[src/rtl/cke_pwr_pkg.sv]
`timescale 1ns/1ps
// Shared types for the clock-enable power state controller.
// Assumes a 3-bit state code that consumers decode by value.
package cke_pwr_pkg;

    typedef enum logic [2:0] {
        PS_RUN     = 3'd0,
        PS_PDOWN   = 3'd1,
        PS_SREF    = 3'd2,
        PS_RECOVER = 3'd3,
        PS_SUSPEND = 3'd4
    } pstate_e;

    // Command classes that the state machine needs to tell apart.
    typedef struct packed {
        logic desel;    // chip not selected
        logic nop;      // selected, no strobe active
        logic refresh;  // both strobes low, write enable high
    } cmd_class_t;

endpackage

[src/rtl/cke_edge_sampler.sv]
`timescale 1ns/1ps
// Registers the clock-enable level so that each edge sees a
// previous/current pair. It derives fall, rise and hold-low events.
// Assumes cke_i is already synchronous to clk.
module cke_edge_sampler (
    input  logic clk,
    input  logic rst_n,
    input  logic cke_i,
    output logic cke_prev_o,
    output logic fall_o,
    output logic rise_o,
    output logic hold_low_o
);

    logic cke_q;

    // Keep the level seen on the previous edge; reset assumes it was high.
    always_ff @(posedge clk) begin
        if (!rst_n) cke_q <= 1'b1;
        else        cke_q <= cke_i;
    end

    // Classify the previous/current pair.
    always_comb begin
        cke_prev_o = cke_q;
        fall_o     = cke_q & ~cke_i;
        rise_o     = ~cke_q & cke_i;
        hold_low_o = ~cke_q & ~cke_i;
    end

endmodule

[src/rtl/cke_cmd_classifier.sv]
`timescale 1ns/1ps
// Decodes the command pins into the classes used by the power FSM.
// Purely combinational. Assumes active-low pins.
module cke_cmd_classifier
    import cke_pwr_pkg::*;
(
    input  logic       cs_n_i,
    input  logic       ras_n_i,
    input  logic       cas_n_i,
    input  logic       we_n_i,
    output cmd_class_t cls_o
);

    // Map the pin pattern to at most one class.
    always_comb begin
        cls_o.desel   = cs_n_i;
        cls_o.nop     = ~cs_n_i & ras_n_i & cas_n_i & we_n_i;
        cls_o.refresh = ~cs_n_i & ~ras_n_i & ~cas_n_i & we_n_i;
    end

endmodule

[src/rtl/cke_sr_recovery_timer.sv]
`timescale 1ns/1ps
// Counts the row-cycle recovery after a self-refresh exit.
// load_i starts a window of RC_CYCLES cycles. done_o is high on the
// last cycle of the window. Assumes RC_CYCLES >= 1.
module cke_sr_recovery_timer #(
    parameter int RC_CYCLES = 10
) (
    input  logic clk,
    input  logic rst_n,
    input  logic load_i,
    input  logic en_i,
    output logic done_o
);

    localparam int CW = (RC_CYCLES > 1) ? $clog2(RC_CYCLES) : 1;
    localparam logic [CW-1:0] LOAD_VAL = CW'(RC_CYCLES - 1);

    generate
        if (RC_CYCLES == 1) begin : g_single
            // A one-cycle window needs no counter.
            assign done_o = 1'b1;
        end else begin : g_count
            logic [CW-1:0] cnt_q;

            // Load on exit, then count down to zero while enabled.
            always_ff @(posedge clk) begin
                if (!rst_n)                        cnt_q <= '0;
                else if (load_i)                   cnt_q <= LOAD_VAL;
                else if (en_i && cnt_q != '0)      cnt_q <= cnt_q - 1'b1;
            end

            assign done_o = (cnt_q == '0);
        end
    endgenerate

endmodule

[src/rtl/cke_power_ctrl.sv]
`timescale 1ns/1ps
// Clock-enable power state controller (top).
// From the previous/current clock-enable pair, the decoded command and
// the all-banks-idle flag, it selects RUN, PDOWN, SREF, RECOVER or
// SUSPEND. It also reports refresh activity and rule-breaking commands.
// Assumes all inputs are synchronous to clk.
module cke_power_ctrl
    import cke_pwr_pkg::*;
#(
    parameter int RC_CYCLES = 10
) (
    input  logic       clk,
    input  logic       rst_n,
    input  logic       cke_i,
    input  logic       cs_n_i,
    input  logic       ras_n_i,
    input  logic       cas_n_i,
    input  logic       we_n_i,
    input  logic       banks_idle_i,
    output logic [2:0] pstate_o,
    output logic       refresh_busy_o,
    output logic       illegal_o
);

    logic       cke_prev, cke_fall, cke_rise, cke_hold_low;
    cmd_class_t cls;
    logic       quiet_cmd;
    logic       rc_load, rc_done;
    pstate_e    state_q, state_d;
    logic       ill_d, ill_q;

    cke_edge_sampler u_edge (
        .clk        (clk),
        .rst_n      (rst_n),
        .cke_i      (cke_i),
        .cke_prev_o (cke_prev),
        .fall_o     (cke_fall),
        .rise_o     (cke_rise),
        .hold_low_o (cke_hold_low)
    );

    cke_cmd_classifier u_cls (
        .cs_n_i  (cs_n_i),
        .ras_n_i (ras_n_i),
        .cas_n_i (cas_n_i),
        .we_n_i  (we_n_i),
        .cls_o   (cls)
    );

    cke_sr_recovery_timer #(.RC_CYCLES(RC_CYCLES)) u_rc (
        .clk    (clk),
        .rst_n  (rst_n),
        .load_i (rc_load),
        .en_i   (state_q == PS_RECOVER),
        .done_o (rc_done)
    );

    assign quiet_cmd = cls.desel | cls.nop;

    // Next-state and illegal-command decision for each power state.
    always_comb begin
        state_d = state_q;
        ill_d   = 1'b0;
        rc_load = 1'b0;
        unique case (state_q)
            PS_RUN: begin
                if (cke_fall) begin
                    if (!banks_idle_i) begin
                        state_d = PS_SUSPEND;
                    end else if (cls.refresh) begin
                        state_d = PS_SREF;
                    end else if (quiet_cmd) begin
                        state_d = PS_PDOWN;
                    end else begin
                        state_d = PS_SUSPEND;
                        ill_d   = 1'b1;
                    end
                end
            end
            PS_PDOWN: begin
                if (cke_rise) state_d = PS_RUN;
            end
            PS_SREF: begin
                if (cke_rise) begin
                    if (quiet_cmd) begin
                        state_d = PS_RECOVER;
                        rc_load = 1'b1;
                    end else begin
                        ill_d = 1'b1;
                    end
                end
            end
            PS_RECOVER: begin
                if (!quiet_cmd) ill_d = 1'b1;
                if (rc_done)    state_d = PS_RUN;
            end
            PS_SUSPEND: begin
                if (cke_i) state_d = PS_RUN;
            end
            default: state_d = PS_RUN;
        endcase
    end

    // Register the state and the illegal pulse.
    always_ff @(posedge clk) begin
        if (!rst_n) begin
            state_q <= PS_RUN;
            ill_q   <= 1'b0;
        end else begin
            state_q <= state_d;
            ill_q   <= ill_d;
        end
    end

    // Drive the outputs from registered state.
    always_comb begin
        pstate_o       = state_q;
        refresh_busy_o = (state_q == PS_SREF) || (state_q == PS_RECOVER);
        illegal_o      = ill_q;
    end


    sref_entry_chk: assert property (@(posedge clk) disable iff (!rst_n)
        ($past(rst_n) && state_q == PS_SREF && $past(state_q) == PS_RUN)
        |-> ($past(banks_idle_i) && !$past(cke_i) && $past(cke_prev)));


    pdown_exit_chk: assert property (@(posedge clk) disable iff (!rst_n)
        ($past(rst_n) && $past(state_q) == PS_PDOWN && state_q != PS_PDOWN)
        |-> (state_q == PS_RUN && $past(cke_i)));


    sref_leave_chk: assert property (@(posedge clk) disable iff (!rst_n)
        ($past(rst_n) && $past(state_q) == PS_SREF && state_q != PS_SREF)
        |-> (state_q == PS_RECOVER && $past(cke_hold_low) == 1'b0));


    recover_leave_chk: assert property (@(posedge clk) disable iff (!rst_n)
        ($past(rst_n) && $past(state_q) == PS_RECOVER && state_q != PS_RECOVER)
        |-> (state_q == PS_RUN && $past(rc_done)));


    no_busy_entry_chk: assert property (@(posedge clk) disable iff (!rst_n)
        ($past(rst_n) && $past(state_q) == PS_RUN && !$past(banks_idle_i))
        |-> (state_q == PS_RUN || state_q == PS_SUSPEND));

endmodule

[config.mk]
export PLATFORM = sky130hd
export DESIGN_NAME = cke_power_ctrl
export DESIGN_NICKNAME = d
export VERILOG_FILES = /design/src/rtl/cke_pwr_pkg.sv /design/src/rtl/cke_edge_sampler.sv /design/src/rtl/cke_cmd_classifier.sv /design/src/rtl/cke_sr_recovery_timer.sv /design/src/rtl/cke_power_ctrl.sv
export SDC_FILE = /design/constraint.sdc
export NUM_CORES = 1
export LEC_CHECK = 0
export BUFFER_PORTS_ARGS = -buffer_cell sky130_fd_sc_hd__buf_2
export CORE_AREA = 4 4 41 43
export DETAILED_ROUTE_END_ITERATION = 8
export DIE_AREA = 0 0 45 47
export HOLD_SLACK_MARGIN = 0.05
export PLACE_DENSITY = 0.78
export SYNTH_ARGS = -nofsm -noshare
export SYNTH_HDL_FRONTEND = slang
export SYNTH_SLANG_ARGS = --single-unit
[constraint.sdc]
create_clock -name clk -period 3.5 [get_ports clk]
set_clock_uncertainty 0.05 [all_clocks]
set_input_delay 0.525 -clock clk [delete_from_list [all_inputs] [get_ports clk]]
set_output_delay 0.525 -clock clk [all_outputs]
set_load 0.01 [all_outputs]
# Yosys cells after proc, flatten, opt, wreduce, memory -nomap -nowiden
# Index checks and enable logic that the tools add are counted.
[word_totals]
reg_bits = 9
output_inout_bits = 5
[op_classes]
addsub = 1
n_eq_ne = 10
muxes = 21
bitwise_logic = 15
reduce_logical = 8
[op_table]
columns = ["operator", "n"]
rows = [
  ["$mux 3", 9],
  ["$pmux 3 s5", 1],
  ["$ne 2x2->1 const B", 6],
  ["$and 1x1->1", 8],
  ["$mux 1", 8],
  ["$mux 4", 2],
  ["$eq 3x2->1 const B", 2],
  ["$not 1->1", 6],
  ["$reduce_and 6->1", 1],
  ["$logic_not 4->1", 1],
  ["$reduce_bool 4->1", 1],
  ["$sub 4x1->4 const B", 1],
  ["$eq 3x1->1 const B", 1],
  ["$eq 3x3->1 const B", 1],
  ["$logic_not 3->1", 1],
  ["$pmux 1 s3", 1],
  ["$reduce_bool 2->1", 1],
  ["$reduce_or 2->1", 1],
  ["$logic_and 1x1->1", 1],
  ["$logic_or 1x1->1", 1],
  ["$or 1x1->1", 1],
]

# Longest topological paths before layout
# Gate-level depths: netlist of run 1.
[logic_depth]
ltp_word = 10
mapped_depth = 5
ltp_nobuf = 5

# By module
# From an unflattened synthesis of run 1, not the netlist that was laid out.
[unflattened]
hier_cells = 68
area_unflattened_um2 = 578.1
[modules_own_cells]
columns = ["mod", "instances", "cells_each", "area_each_um2"]
rows = [
  ["cke_power_ctrl", 1, 35, 289.0],
  ["cke_sr_recovery_timer", 1, 25, 211.5],
  ["cke_edge_sampler", 1, 5, 45.0],
  ["cke_cmd_classifier", 1, 3, 32.5],
]

# Worst setup path before layout of run 1
# No wires, ideal clock.
[synth_timing]
path_type = "input port to flip-flop"
start = "input port ras_n_i"
end = "register state_q[0], in the netlist pstate_o[0]"
setup_time_ns = 0.122
arrival_ns = 1.270
t_required_ns = 3.328
path_slack_ns = 2.058
path_stages = 4
n_path_buf = 0
cell_sequence = "a31o_2 a21oi_1 nor3_1 o311a_1"
[synth_between]
elab_chain_cells = 9
[synth_rtl]
columns = ["element", "line", "rtl"]
rows = [
  ["from (decl)", "cke_power_ctrl.sv:16", "input logic ras_n_i,"],
  ["$and 1x1->1 (3 in a row)", "cke_cmd_classifier.sv:17", "cls_o.nop = ~cs_n_i & ras_n_i & cas_n_i & we_n_i;"],
  ["$or 1x1->1", "cke_power_ctrl.sv:58", "assign quiet_cmd = cls.desel | cls.nop;"],
  ["$mux 3", "cke_power_ctrl.sv:72", "end else if (quiet_cmd) begin"],
  ["$mux 3", "cke_power_ctrl.sv:70", "end else if (cls.refresh) begin"],
  ["$mux 3", "cke_power_ctrl.sv:68", "if (!banks_idle_i) begin"],
  ["$mux 3", "cke_power_ctrl.sv:67", "if (cke_fall) begin"],
  ["$pmux 3 s5", "cke_power_ctrl.sv:65", "unique case (state_q)"],
  ["to (signal assigned)", "cke_power_ctrl.sv:110", "state_q <= state_d;"],
  ["to (decl)", "cke_power_ctrl.sv:29", "pstate_e state_q, state_d;"],
]
# Several ways; a longest one is shown, not always the timed one. The select of a mux whose other input is x is not followed.
# A chain may end at the register's enable or synchronous reset.

# Worst setup path after layout of run 1
[layout_timing]
start = "register state_q[1], in the netlist pstate_o[1]"
end = "output port refresh_busy_o"
[layout_between]
elab_chain_cells = 2
[layout_rtl]
columns = ["element", "line", "rtl"]
rows = [
  ["$eq 3x2->1", "cke_power_ctrl.sv:118", "refresh_busy_o = (state_q == PS_SREF) || (state_q == PS_RECOVER);"],
  ["$logic_or 1x1->1 (*)", "cke_power_ctrl.sv:118", ""],
  ["to (decl)", "cke_power_ctrl.sv:21", "output logic refresh_busy_o,"],
]
# Mark *: on every way between the ends. The rest lies on a longest branch, timed or not.

==> results.cfg, run 1 <==
[outcome]
status = finished, final reports clean

[grt]
grtUsageTotal_pct = 14.6
antenna_found_initial = 0
overflow = 0
grt_pass1_wl_mm = 2.24
grt_max_degree = 14
grt_pass1_vias = 547

[detailed_routing]
wl_per_cell_um = 13.1
wirelength_mm = 1.29
drtPass1Iterations = 4
drc = 0
vias_per_cell = 5.76
vias = 570
first_iter_violations = 28
ant_nets = 0

[synth]
ys_ff_latch = 9
postSynthCellCount = 71
synth-seq-area-share_pct = 29.4
synth_ff_type = dfxtp_1
synth_cell_types = 36
netlist.area_leader.share_pct = 29.4
synth_most_common_cell = dfxtp_1
ys_top_cells_by_area = dfxtp_1, nor2_1, xnor2_1
async_reset_ff_share_pct = 0
syn_area_um2 = 612
syn_nets = 80
syn-mean-instance-area_um2 = 8.62
synth_edf_count = 0
synth_common_cells = dfxtp_1, nor2_1, inv_1
synth_top_area_cell = dfxtp_1
ys_warn_count = 0

[critical_path]
reg2reg_from = pstate_o[0]$_SDFFE_PN0P_
path_class = flip-flop to primary output
path_max_fanout = 10
setup.worst_path.start = pstate_o[1]$_SDFFE_PN0P_
crit_arrival_ps = 1300
crit_required_ps = 2920
rr_worst_depth = 3
r2r-end = pstate_o[0]$_SDFFE_PN0P_
startpoint_type = flip-flop
r2r_slack_ps = 1980
cp-endpoint = refresh_busy_o
crit_path_end_kind = primary output

[floorplanning]
die_area_um2 = 2120
die_height_um = 47
die_x_um = 45
coreArea_um2 = 1300
fp-row-count = 13
io_pins = 13
start_util_pct = 47.0

[sta]
min_period_over_period_pct = 53.6
tightestPinTransition_ps = 518
maxSlewHeadroom_pct = 65.4
hold_viol = 0
timing.setup.tns_ps = 0
drv_slew = 0
rsz0062_at_grt = no
period_minus_slack_ps = 1880
max_freq_mhz = 533
finalSetupViolations = 0

[clock_tree]
clock_latency_ps = 260
cts_resized = 0
clockBufferDepth = 2
cts_hold_buf = 0
htreeDepth = 1
cts_tree = done
clock-root-buffer = clkbuf_4
cts-buffers-inserted = 3
cts.sinks = 9
postCtsSetupBuffers = 0
clk_pin_slew_ps = 60

[finish]
seqCellArea_um2 = 180
final_area_um2 = 689
drive_gt1_share_pct = 26.2
final_core_util_pct = 53.0
fin_nets = 94
nFillCells = 123
multi_input_area_um2 = 382
antenna_cells = 0
areaGrowthSynthToFinish_pct = 12.7

[power_and_ir_drop]
ir_drop_v = 0.000197
p_leak_nw = 0.295
power.density_nw_per_um2 = 371

[place]
io_buffers = 12
place_congestion = 0.816
post_dp_cell_area_um2 = 663
hpwl_um = 993

[job]
drv_cap = 0

[hold_path]
min_path_type = flip-flop to flip-flop
==> metrics by stage <==
step	setup WS, ps	hold WS (ps)	total power [mW]	cells
final	1620	459	0.256	99
after floorplan	2060	403	0.162	71
after CTS	1630	463	0.258	99
after global placement	1860	441	0.174	95
after detailed placement	1860	455	0.176	95
after global routing	1530	485	0.270	99
==> critical path, cell delays in order (launching register included) <==
cell,delay (ps)
dfxtp_1,610
nor2b_2,280
buf_2,160
==> layout make-up <==
cell class / instances / share of cell area (%)
sequential: 9 / 26.1
inverter: 6 / 3.27
clock buffer: 4 / 3.81
multi-input combinational: 53 / 55.4
timing repair buffer: 12 / 8.71
tap: 15 / 2.72
==> registers in the layout, indices dropped and copies added (netlist names) <==
| register | count |
|---|---|
| illegal_o | 1 |
| u_edge.cke_prev_o | 1 |
| u_rc.g_count.cnt_q | 4 |
| pstate_o | 3 |
==> where the power goes <==
group	switching, mW	internal, mW
Clock	0.0374	0.0440
Combinational	0.0258	0.0272
Sequential	0.0147	0.107
Total	0.0780	0.178
==> kinds of logic after synthesis <==
| family | after synthesis | synth area share [%] |
|---|---|---|
| AND/OR/NAND/NOR | 27 | 28.8 |
| AO/OA/AOI/OAI | 22 | 27.2 |
| buffers and inverters | 9 | 8.18 |
| flip-flops | 9 | 29.4 |
| XOR/XNOR | 3 | 4.30 |
| adder cells (fa/ha/maj) | 1 | 2.04 |
==> worst min path at each step <==
| stage | startpoint | endpoint | slack, ps | depth (start not counted) |
|---|---|---|---|---|
| 2_1_floorplan | u_edge.cke_prev_o$_SDFF_PN1_ | illegal_o$_SDFF_PN0_ | 400 | 2 |
| 3_3_place_gp | u_rc.g_count.cnt_q[1]$_SDFFE_PP0P_ | u_rc.g_count.cnt_q[1]$_SDFFE_PP0P_ | 440 | 2 |
| 3_5_place_dp | u_rc.g_count.cnt_q[1]$_SDFFE_PP0P_ | u_rc.g_count.cnt_q[1]$_SDFFE_PP0P_ | 450 | 2 |
| 4_1_cts | u_edge.cke_prev_o$_SDFF_PN1_ | illegal_o$_SDFF_PN0_ | 460 | 2 |
| 5_1_grt | u_edge.cke_prev_o$_SDFF_PN1_ | illegal_o$_SDFF_PN0_ | 480 | 2 |
| 6_report | u_edge.cke_prev_o$_SDFF_PN1_ | illegal_o$_SDFF_PN0_ | 460 | 2 |
==> layout by cell type (no fill, tap or decap), types with 2 or more instances in the layout <==
| cell type | synthesis | layout |
|---|---|---|
| a21oi_1 | 3 | 3 |
| nand2_1 | 3 | 3 |
| dfxtp_1 | 9 | 9 |
| nand4_1 | 2 | 2 |
| nor2_1 | 7 | 7 |
| a221oi_1 | 2 | 2 |
| inv_1 | 6 | 6 |
| clkbuf_4 | 0 | 3 |
| buf_2 | 1 | 12 |
| o21ai_0 | 3 | 3 |
| a21boi_1 | 2 | 2 |
| nor2b_1 | 3 | 3 |
| nand3_1 | 2 | 2 |
| o311a_1 | 2 | 2 |
| xnor2_1 | 3 | 3 |
==> per-layer routing <==
metal / share of wire (%) / up-vias / GRT usage, %
met4: 2.2 / 0 / 9.94
met5: 0 / - / 0
met1: 44 / 243 / 18.1
li1: - / 292 / -
met2: 43 / 30 / 22.6
met3: 11 / 5 / 3.07
(Power assumes the default switching activity.)
==> inputs of run 2 (changes only) <==
ABC_AREA = 1   (was default)
PLACE_DENSITY = 0.8   (was 0.78)
clock period = 1.8 ns   (was 3.5 ns; I/O delays follow)
==> results.cfg, run 2 <==
[finish]
nFillCells = 137
multi_input_area_um2 = 375
fin_nets = 125
final_common_cell = nand2_1
areaGrowthSynthToFinish_pct = 14.8
drive_gt1_share_pct = 26.1
final_cell_mix = nand2_1, nor2_1, inv_1
seqCellArea_um2 = 180
antenna_cells = 0
regMostFlops = u_rc.g_count.cnt_q
largest_reg_flops = 4

[synth]
synth_common_cells = nand2_1, nor2_1, inv_1
synth_ff_type = dfxtp_1
synth_most_common_cell = nand2_1
ys_warn_count = 0
netlist.area_leader.share_pct = 28.4
ys_ff_latch = 9
synth-seq-area-share_pct = 28.4
syn-mean-instance-area_um2 = 6.34
syn_area_um2 = 634
synth_cell_types = 22
async_reset_ff_share_pct = 0
ys_top_cells_by_area = dfxtp_1, nand2_1, nor2_1
syn_nets = 109
postSynthCellCount = 100
synth_edf_count = 0
synth_top_area_cell = dfxtp_1

[critical_path]
worstPathCellList = nor2_1, buf_2
path_max_fanout = 9
reg2reg_from = pstate_o[2]$_SDFFE_PN0P_
r2r_slack_ps = 360
crit_path_end_kind = primary output
rr_worst_depth = 6
crit_arrival_ps = 1120
startpoint_type = flip-flop
cp_top_family = flip-flops
cp_num_buf_inv = 1
crit_required_ps = 1480
cpPeakStageDelay_ps = 600
slowest_stage = dfxtp_1
r2r-end = pstate_o[1]$_SDFFE_PN0P_
path_class = flip-flop to primary output

[grt]
grtUsageTotal_pct = 14.9
grt_max_degree = 10
antenna_found_initial = 0
grt_pass1_vias = 537
overflow = 0
grt_pass1_wl_mm = 2.21

[place]
place_congestion = 0.850
io_buffers = 12
hpwl_mm = 1.05

[detailed_routing]
wl_per_cell_um = 10.3
ant_nets = 0
wirelength_mm = 1.34
drtPass1Iterations = 5
first_iter_violations = 14
drc = 0
vias_per_cell = 4.89
vias = 636

[clock_tree]
cts_tree = done
cts_resized = 0
cts-buffers-inserted = 3
htreeDepth = 1
postCtsSetupBuffers = 0
clockBufferDepth = 2
clk_pin_slew_ps = 60
clock-root-buffer = clkbuf_4
clock_latency_ps = 270
cts_hold_buf = 0
cts.sinks = 9

[sta]
finalSetupViolations = 0
period_minus_slack_ps = 1440
maxSlewHeadroom_pct = 69.3
tightestPinTransition_ps = 460
timing.setup.tns_ps = 0
rsz0062_at_grt = no
hold_viol = 0
max_freq_mhz = 693
drv_slew = 0
min_period_over_period_pct = 80.2

[hold_path]
min_path_type = input pin to flip-flop
worstHoldStart = cke_i
min_path_cells = 3
min_to = u_edge.cke_prev_o$_SDFF_PN1_

[floorplanning]
start_util_pct = 48.7
die_x_um = 45
die_height_um = 47
fp-row-count = 13
die_area_um2 = 2120
coreArea_um2 = 1300
io_pins = 13

[power_and_ir_drop]
ir_drop_v = 0.000677
p_leak_nw = 0.412
power.total_uw = 709
power.density_nw_per_um2 = 974

[outcome]
status = finished, final reports clean

[job]
drv_cap = 0
-- run 2: changes by cell type after synthesis, moves of 6 or more --
cell / previous run / this run
nor2_1: 7 / 16
nand3_1: 2 / 8
nand2_1: 3 / 21
inv_1: 6 / 14
-- run 2: routing by layer --
layer | global-route usage (%) | up-vias | wire length (µm)
li1 | - | 341 | -
met1 | 17.9 | 264 | 613
met2 | 23.2 | 26 | 596
met3 | 3.83 | 5 | 94
met4 | 10.5 | 0 | 34
met5 | 0 | - | 0
-- run 2: worst max-delay path by stage --
stage	startpoint	end	slack, ps	depth (start not counted)
global placement	pstate_o[2]$_SDFFE_PN0P_	u_rc.g_count.cnt_q[0]$_SDFFE_PN0P_	410	7
CTS	pstate_o[2]$_SDFFE_PN0P_	refresh_busy_o	360	2
global route	pstate_o[2]$_SDFFE_PN0P_	u_rc.g_count.cnt_q[0]$_SDFFE_PN0P_	230	7
finish	pstate_o[2]$_SDFFE_PN0P_	refresh_busy_o	360	2
floorplan	u_rc.g_count.cnt_q[0]$_SDFFE_PN0P_	pstate_o[0]$_SDFFE_PN0P_	570	9
detailed placement	pstate_o[2]$_SDFFE_PN0P_	pstate_o[2]$_SDFFE_PN0P_	390	7
-- run 2: where the power goes --
| part | total (mW) | internal [mW] | switching [mW] | leakage, nW |
|---|---|---|---|---|
| Combinational | 0.274 | 0.115 | 0.159 | 0.324 |
| Clock | 0.163 | 0.0858 | 0.0771 | 0.0150 |
| Sequential | 0.272 | 0.222 | 0.0504 | 0.0733 |
| Total | 0.709 | 0.423 | 0.286 | 0.412 |
-- run 2: worst register-to-register path, stage by stage (launching register included) --
cell     delay, ps
dfxtp_1        600
inv_2           70
nand3_1        160
nor2_2          80
nor2_2         170
nand3_2        100
a21oi_2        140
-- run 2: cell type report --
| cell class | count | share of cell area, % |
|---|---|---|
| clock buffers | 4 | 3.61 |
| inverters | 18 | 9.28 |
| multi-input cells | 72 | 51.5 |
| flip-flops and latches | 9 | 24.7 |
| well taps | 15 | 2.58 |
| repair buffers | 12 | 8.25 |
-- run 2: cell families (layout without fill, tap and decap cells) --
family	Yosys count	in the layout	share of synthesized area, %
adders and majority gates	1	1	1.97
buffers and inverters	19	34	12.4
xor gates and xnor gates	1	1	1.38
AOI/OAI and AO/OA	11	11	11.4
and+or+nand+nor	59	59	44.4
DFF	9	9	28.4
-- run 2: stage by stage --
stage	hold slack (ps)	util [%]	worst slack, ps	cells	instance area (µm²)
after floorplan	289	-	566	100	634
after global placement	409	53.9	411	126	702
after detailed placement	415	53.9	389	126	702
after CTS	194	56.0	358	130	728
after global routing	215	56.0	229	130	728
final	191	56.0	356	130	728
==> inputs of run 3 (changes only) <==
CORE_AREA = default   (was 4 4 41 43)
CORE_MARGIN = 4   (was default)
CORE_UTILIZATION = 46   (was default)
DIE_AREA = default   (was 0 0 45 47)
clock period = 1.2 ns   (was 1.8 ns; I/O delays follow)
==> results.cfg, run 3 (synthesis gave the netlist of run 2 again) <==
[outcome]
status = finished, violations left
violations = negative setup slack

[sta]
maxSlewHeadroom_pct = 81.4
finalSetupViolations = 8
tightestPinTransition_ps = 278
hold_viol = 0
drv_slew = 0
min_period_over_period_pct = 110
period_minus_slack_ps = 1320
hold_slack_ps = 113
layout_setup_ws_ps = -121
max_freq_mhz = 757
rsz0062_at_grt = yes

[critical_path]
cpPeakStageDelay_ps = 330
cp_num_buf_inv = 1
crit_required_ps = 1290
r2r-end = pstate_o[2]$_SDFFE_PN0P_
cp_top_family = simple AND/OR/NAND/NOR gates
crit_path_end_kind = flip-flop
path_class = flip-flop to flip-flop
path_max_fanout = 6
slowest_stage = dfxtp_2
startpoint_type = flip-flop
r2r_slack_ps = -120
crit_arrival_ps = 1410
reg2reg_from = u_rc.g_count.cnt_q[0]$_SDFFE_PN0P_
rr_worst_depth = 9
worstPathCellList = inv_2, ha_4, nand2_4, nand2_4, nand2_2, nor2_2, nand3_1, nand2_1, nor2_1
path_depth = 9
crit_top_cell = nand2_4

[place]
hpwl_mm = 1.18
place_congestion = 0.897
io_buffers = 12

[floorplanning]
die_height_um = 45.1
die_x_um = 45.1
io_pins = 13
coreArea_um2 = 1300
fp-row-count = 13
die_area_um2 = 2040
start_util_pct = 48.7

[clock_tree]
clk_pin_slew_ps = 80
clock_latency_ps = 260
cts.sinks = 9
htreeDepth = 1
cts_tree = done
clockBufferDepth = 2
cts_hold_buf = 0
cts-buffers-inserted = 3
clock-root-buffer = clkbuf_4

[finish]
multi_input_area_um2 = 453
final_cell_mix = nand2_1, buf_4, nor2_1, buf_2, inv_1
nFillCells = 97
largest_reg_flops = 4
regMostFlops = u_rc.g_count.cnt_q
areaGrowthSynthToFinish_pct = 51.3
antenna_cells = 0
seqCellArea_um2 = 194
final_core_util_pct = 73.8
final_common_cell = nand2_1
fin_nets = 141
drive_gt1_share_pct = 51.1

[detailed_routing]
drtPass1Iterations = 4
drc = 0
first_iter_violations = 26
wirelength_mm = 1.95
vias_per_cell = 5.23
ant_nets = 0
vias = 764
wl_per_cell_um = 13.4

[grt]
antenna_found_initial = 0
grt_max_degree = 9
grt_pass1_vias = 689
grtUsageTotal_pct = 18.4
overflow = 0
grt_pass1_wl_mm = 2.85

[power_and_ir_drop]
p_leak_nw = 0.519
power.density_nw_per_um2 = 1310
ir_drop_v = 0.00105

[hold_path]
min_path_type = input pin to flip-flop
min_to = u_edge.cke_prev_o$_SDFF_PN1_
worstHoldStart = rst_n
min_path_cells = 2

[job]
drv_cap = 0
-- run 3: cell count changes in the layout (fill, tap and decap cells not counted), sizes merged --
cell	previous run	this run
buf	12	28
-- run 3: metal layers --
layer	global-route usage (%)	part of all wire (%)
met5	0	0
met4	3.51	0.72
met3	4.38	4.9
met2	31.6	52
met1	23.2	42
-- run 3: layout make-up --
class | instances | share of cell area [%]
clock buffers | 4 | 2.74
inverters | 18 | 7.30
multi-input cells | 72 | 47.2
repair buffers | 28 | 20.6
flip-flops and latches | 9 | 20.2
well taps | 15 | 1.96
-- run 3: worst max path at each step --
stage | from | to | slack [ps]
5_1_grt | pstate_o[0]$_SDFFE_PN0P_ | illegal_o$_SDFF_PN0_ | -230
3_3_place_gp | u_rc.g_count.cnt_q[1]$_SDFFE_PP0P_ | pstate_o[0]$_SDFFE_PN0P_ | -30
3_5_place_dp | u_rc.g_count.cnt_q[1]$_SDFFE_PP0P_ | pstate_o[0]$_SDFFE_PN0P_ | -90
4_1_cts | u_rc.g_count.cnt_q[0]$_SDFFE_PN0P_ | pstate_o[0]$_SDFFE_PN0P_ | -40
6_report | u_rc.g_count.cnt_q[0]$_SDFFE_PN0P_ | pstate_o[2]$_SDFFE_PN0P_ | -120
2_1_floorplan | u_rc.g_count.cnt_q[1]$_SDFFE_PP0P_ | pstate_o[2]$_SDFFE_PN0P_ | 4
-- run 3: per-stage QoR --
| step | cell area, µm² | power, mW | setup slack, ps | setup TNS [ps] | instances |
|---|---|---|---|---|---|
| floorplan | 642 | 0.759 | 4.30 | 0 | 100 |
| global placement | 769 | 0.868 | -33.1 | -89.7 | 134 |
| detailed placement | 769 | 0.878 | -87.9 | -394 | 134 |
| CTS | 846 | 1.12 | -42.0 | -209 | 140 |
| global route | 960 | 1.36 | -227 | -1070 | 146 |
| finish | 960 | 1.26 | -121 | -503 | 146 |
-- run 3: power breakdown --
part | switching (mW) | leakage (nW) | total, mW | internal [mW]
Sequential | 0.0826 | 0.0764 | 0.432 | 0.350
Combinational | 0.335 | 0.428 | 0.580 | 0.245
Clock | 0.116 | 0.0150 | 0.244 | 0.128
-- run 3: what timing repair did --
action                     in CTS  in global routing
setup endpoints to repair       8                 10
cloned                          0                  0
resized for setup              10                 21
setup buffers                   2                  7
pin swaps                       3                  7
